`src/rtl/sw_pkg.sv`:
```
package sw_pkg;
  typedef enum logic {
    SW_PAUSED  = 1'b0,
    SW_RUNNING = 1'b1
  } run_state_e;

  function automatic int digit_bits(input int modulus);
    return (modulus <= 2) ? 1 : $clog2(modulus);
  endfunction
endpackage

```
`src/rtl/sw_digit.sv`:
```
module sw_digit #(
  parameter int MOD = 10,
  parameter int W   = sw_pkg::digit_bits(MOD)
) (
  input  logic         clk,
  input  logic         clear,
  input  logic         step,
  output logic [W-1:0] value,
  output logic         wrap
);
  localparam logic [W-1:0] LAST = W'(MOD - 1);

  assign wrap = step && (value == LAST);

  always_ff @(posedge clk) begin
    if (clear)     value <= '0;
    else if (step) value <= wrap ? '0 : value + 1'b1;
  end

  // Digit never leaves its range (R6 units, R7/R8 tens)
  assert_digit_bound_R6: assert property (@(posedge clk) disable iff (clear)
    value <= LAST);

  // Without a step the digit holds
  assert_hold_without_step_R10: assert property (@(posedge clk) disable iff (clear)
    !step |=> $stable(value));
endmodule

```
`src/rtl/sw_field.sv`:
```
module sw_field #(
  parameter int UNITS_MOD = 10,
  parameter int TENS_MOD  = 6,
  localparam int UW = sw_pkg::digit_bits(UNITS_MOD),
  localparam int TW = sw_pkg::digit_bits(TENS_MOD)
) (
  input  logic          clk,
  input  logic          clear,
  input  logic          step,
  output logic [UW-1:0] units,
  output logic [TW-1:0] tens,
  output logic          wrap
);
  logic units_wrap;

  sw_digit #(.MOD(UNITS_MOD), .W(UW)) u_units (
    .clk   (clk),
    .clear (clear),
    .step  (step),
    .value (units),
    .wrap  (units_wrap)
  );

  sw_digit #(.MOD(TENS_MOD), .W(TW)) u_tens (
    .clk   (clk),
    .clear (clear),
    .step  (units_wrap),
    .value (tens),
    .wrap  (wrap)
  );

  // Units wrapping to zero moves the tens digit
  assert_tens_follow_R6: assert property (@(posedge clk) disable iff (clear)
    units_wrap |=> (units == '0) && !$stable(tens));
endmodule

```
`src/rtl/sw_ctrl.sv`:
```
module sw_ctrl (
  input  logic clk,
  input  logic clear,
  input  logic start_btn,
  input  logic stop_btn,
  output logic running
);
  import sw_pkg::*;

  run_state_e state_q;

  always_ff @(posedge clk) begin
    if (clear)          state_q <= SW_PAUSED;
    else if (stop_btn)  state_q <= SW_PAUSED;
    else if (start_btn) state_q <= SW_RUNNING;
  end

  assign running = (state_q == SW_RUNNING);

  assert_clear_pauses_R1: assert property (@(posedge clk)
    clear |=> !running);

  assert_start_runs_R2: assert property (@(posedge clk) disable iff (clear)
    (start_btn && !stop_btn) |=> running);

  assert_stop_wins_R4: assert property (@(posedge clk) disable iff (clear)
    stop_btn |=> !running);
endmodule

```
`src/rtl/stopwatch_mmss.sv`:
```
module stopwatch_mmss #(
  parameter int UNITS_MOD = 10,
  parameter int TENS_MOD  = 6,
  localparam int UW = sw_pkg::digit_bits(UNITS_MOD),
  localparam int TW = sw_pkg::digit_bits(TENS_MOD),
  localparam int FIELDS = 2
) (
  input  logic          clk,
  input  logic          clear,
  input  logic          start_btn,
  input  logic          stop_btn,
  input  logic          tick_en,
  output logic [TW-1:0] min_tens,
  output logic [UW-1:0] min_units,
  output logic [TW-1:0] sec_tens,
  output logic [UW-1:0] sec_units,
  output logic          running,
  output logic          hour_carry
);
  logic [UW-1:0] units_d [FIELDS];
  logic [TW-1:0] tens_d  [FIELDS];
  logic [FIELDS:0] chain;

  sw_ctrl u_ctrl (
    .clk       (clk),
    .clear     (clear),
    .start_btn (start_btn),
    .stop_btn  (stop_btn),
    .running   (running)
  );

  assign chain[0] = running && tick_en;

  for (genvar g = 0; g < FIELDS; g++) begin : g_field
    sw_field #(.UNITS_MOD(UNITS_MOD), .TENS_MOD(TENS_MOD)) u_field (
      .clk   (clk),
      .clear (clear),
      .step  (chain[g]),
      .units (units_d[g]),
      .tens  (tens_d[g]),
      .wrap  (chain[g+1])
    );
  end

  assign sec_units = units_d[0];
  assign sec_tens  = tens_d[0];
  assign min_units = units_d[1];
  assign min_tens  = tens_d[1];

  always_ff @(posedge clk) begin
    if (clear) hour_carry <= 1'b0;
    else       hour_carry <= chain[FIELDS];
  end

  // Count frozen without a counted tick
  assert_freeze_R10: assert property (@(posedge clk) disable iff (clear)
    !(running && tick_en) |=> $stable({min_tens, min_units, sec_tens, sec_units}));

  // Carry only while 00:00 shows, and never two cycles long
  assert_carry_at_zero_R9: assert property (@(posedge clk) disable iff (clear)
    hour_carry |-> ({min_tens, min_units, sec_tens, sec_units} == '0));

  assert_carry_single_R9: assert property (@(posedge clk) disable iff (clear)
    hour_carry |=> !hour_carry);

  // Seconds wrap feeds minutes
  assert_sec_to_min_R7: assert property (@(posedge clk) disable iff (clear)
    chain[1] |=> (sec_units == '0) && (sec_tens == '0) && !$stable(min_units));
endmodule

```
`config.mk`:
```
export PLATFORM = sky130hd
export DESIGN_NAME = stopwatch_mmss
export DESIGN_NICKNAME = d
export VERILOG_FILES = /design/src/rtl/sw_pkg.sv /design/src/rtl/sw_digit.sv /design/src/rtl/sw_field.sv /design/src/rtl/sw_ctrl.sv /design/src/rtl/stopwatch_mmss.sv
export SDC_FILE = /design/constraint.sdc
export NUM_CORES = 1
export LEC_CHECK = 0
export BUFFER_PORTS_ARGS = -buffer_cell sky130_fd_sc_hd__buf_2
export CAP_MARGIN = 40
export CORE_UTILIZATION = 54
export CTS_CLUSTER_DIAMETER = 30
export DETAILED_ROUTE_END_ITERATION = 10
export PLACE_DENSITY = 0.91
export SLEW_MARGIN = 10
export SYNTH_ARGS = -nofsm -noshare
export SYNTH_HDL_FRONTEND = slang
export SYNTH_SLANG_ARGS = --single-unit
```
`constraint.sdc`:
```
create_clock -name clk -period 3.37 [get_ports clk]
set_input_delay 0.5055 -clock clk [delete_from_list [all_inputs] [get_ports clk]]
set_output_delay 0.5055 -clock clk [all_outputs]
set_load 0.01 [all_outputs]
```
==> flow_summary.json <==
{
  "whs_path_depth": 2,
  "required_ns": 3.54,
  "arrival_ns": 1.87,
  "grt-ovfl-total": 0,
  "firstDrtPassIters": 4,
  "final.period_utilization": 0.504,
  "drt_iter0_markers": 9,
  "synth_top_family_by_area": "simple AND/OR/NAND/NOR gates",
  "fin_cells": 123,
  "final_core_util": 0.713,
  "synthDistinctLibCells": 22,
  "grt_pass1_vias": 609,
  "die_area_um2": 1670,
  "synth_area_um2": 818,
  "htreeDepth": 1,
  "ir_drop_mv": 0.197,
  "syn_avg_cell_area_um2": 9.63,
  "yosysSeqAreaShare": 0.391,
  "drv_cap": 0,
  "clk_pin_slew_ns": 0.10,
  "die_x_um": 40.9,
  "portBuffers": 20,
  "async_flop_share": 0,
  "diodes": 0,
  "reg2reg_from": "g_field[0].u_field.u_tens.value[0]",
  "drive_above_1_share": 0.278,
  "ys_ff_latch": 16,
  "gp_congestion": 0.768,
  "clock_latency_ns": 0.28,
  "min_from": "stop_btn",
  "num_rows": 13,
  "whs_endpoint": "u_ctrl.running",
  "cts_resized": 0,
  "rsz0062_at_grt": "no",
  "die_height_um": 40.9,
  "avgRoutedWirePerCell_um": 13.0,
  "path_class": "flip-flop to flip-flop",
  "r2r_end": "g_field[1].u_field.u_tens.value[0]",
  "reg2reg_depth": 5,
  "tritoncts": "done",
  "synthMuxAreaShare": 0.0367,
  "fin_crit_ns": 1.70,
  "hp-class": "primary input to flip-flop",
  "synth_compound_area_frac": 0.0795,
  "drv_slew": 0,
  "start_util": 0.606,
  "cp_max_fo": 8,
  "worst_pin_slew_ns": 0.390,
  "fin_skew_ns": 0.00393,
  "status": "completed",
  "routed_wl_um": 1600,
  "syn_inst": 85,
  "core_um2": 1350,
  "clkSinkCount": 16,
  "cp-end-kind": "flip-flop",
  "ys.flop_type": "dfxtp_1",
  "track_usage": 0.231,
  "area_growth_pct": 17.6,
  "p_leak_nw": 0.447,
  "nNetsFinal": 122,
  "grt_first_pass_wirelength_um": 2590,
  "synthAdderAreaFrac": 0.122,
  "rrSetupSlack_ns": 1.67,
  "hold_viol_final": 0,
  "cts_setup_buffers": 0,
  "final-setup-viol-count": 0,
  "startpoint_type": "flip-flop",
  "place_inst": 119,
  "num_io_pins": 21,
  "grt_max_degree": 17,
  "clk_path_buf_depth": 2,
  "num-fill-cells": 113,
  "cts-root-buf": "clkbuf_4",
  "fin_setup_tns_ns": 0,
  "antenna_found_initial": 0,
  "total_power_mw": 0.329,
  "power_density_nw_per_um2": 342,
  "num_vias": 692,
  "fmax_mhz": 588,
  "synth_simple_gate_area_frac": 0.269,
  "synth_edf_count": 0,
  "numCtsBuffers": 3,
  "ant_nets": 0,
  "hpwl_um": 1220,
  "synth_nets": 98,
  "relSlewSlack": 0.739,
  "ys_warn_count": 0,
  "vias_per_cell": 5.63,
  "synth-xor-area-share": 0.0642,
  "cts_hold_buffers": 0,
  "drc_errors": 0
}
[worst max-delay path by stage]
stage	from	endpoint	slack, ns	cells after the start
4_1_cts	g_field[0].u_field.u_tens.value[0]	g_field[1].u_field.u_tens.value[0]	1.67	5
6_report	g_field[0].u_field.u_tens.value[0]	g_field[1].u_field.u_tens.value[0]	1.67	5
3_5_place_dp	g_field[0].u_field.u_tens.value[0]	g_field[1].u_field.u_tens.value[0]	1.72	5
2_1_floorplan	g_field[0].u_field.u_tens.value[0]	g_field[1].u_field.u_tens.value[2]	1.80	5
3_3_place_gp	g_field[0].u_field.u_units.value[0]	g_field[1].u_field.u_tens.value[2]	1.80	5
5_1_grt	g_field[0].u_field.u_tens.value[0]	g_field[1].u_field.u_tens.value[0]	1.57	5
[critical path: stages (launching register included)]
cell and delay (ns):
dfxtp_1 0.41, ha_1 0.29, nand4_4 0.16, nor3_4 0.39
mux2i_1 0.27, nor2_1 0.06
[synth_stat cells (2+ instances only)]
| cell | n | area share |
|---|---|---|
| nor3_1 | 11 | 0.067 |
| dfxtp_1 | 16 | 0.39 |
| xor2_1 | 2 | 0.021 |
| nor2_1 | 9 | 0.041 |
| nand3b_1 | 2 | 0.018 |
| inv_1 | 5 | 0.023 |
| nand3_1 | 3 | 0.018 |
| nand2_1 | 3 | 0.014 |
| ha_1 | 8 | 0.12 |
| mux2i_1 | 3 | 0.037 |
| a21oi_1 | 8 | 0.049 |
| o21ai_0 | 2 | 0.012 |
| xnor2_1 | 4 | 0.043 |
[state kept, by name, summed over array words and instances, names as in the netlist]
name	flops
g_field.u_field.u_units.value	8
hour_carry	1
g_field.u_field.u_tens.value	6
u_ctrl.running	1
[layout by cell type, fill, tap and decap left out, drive strengths merged]
cell and instances:
a21oi 8, mux2i 3, nor3b 1, nand3b 3, nand4 1, and4b 1
a2111oi 1, or4 1, nand3 3, nand2 3, buf 20, xnor2 4
o21ai 2, dfxtp 16, xor2 2, nor2 10, inv 5, ha 8
nor3 12, clkbuf 4
[power by group]
group	switching [mW]	total, mW	leakage [nW]	internal (mW)
logic	0.00718	0.0113	0.297	0.00407
registers	0.00196	0.192	0.129	0.190
clock network	0.0604	0.126	0.0210	0.0657
total	0.0696	0.329	0.447	0.260
[layer usage]
metal	wire length (µm)	part of all wire	up-vias	track usage
met5	0	0	-	0
met4	8	0.0050	0	0.0500
met3	52	0.033	4	0.0489
met2	823	0.51	19	0.414
met1	715	0.45	322	0.277
li1	-	-	347	-
[cell type report]
type | instances | area [µm²] | share of cell area
tap | 15 | 18.8 | 0.0195
multi-input combinational | 63 | 468 | 0.486
timing repair buffer | 20 | 100 | 0.104
sequential | 16 | 320 | 0.333
clock buffer | 4 | 36.3 | 0.0377
inverter | 5 | 18.8 | 0.0195
[cells by family after synthesis]
group	Yosys count
flip-flops	16
buffers and inverters	6
AND/OR/NAND/NOR	35
adder cells (fa/ha/maj)	8
AO/OA/AOI/OAI	11
multiplexers	3
XOR/XNOR	6
[per-stage QoR]
stage          setup WS, ns  cell area [µm²]  hold WS, ns
6_report               1.67              962        0.373
5_1_grt                1.57              962        0.368
4_1_cts                1.67              962        0.372
3_5_place_dp           1.72              926        0.510
3_3_place_gp           1.80              926        0.503
2_1_floorplan          1.80              818        0.514
Note: power is estimated with default switching activity, not from simulation.
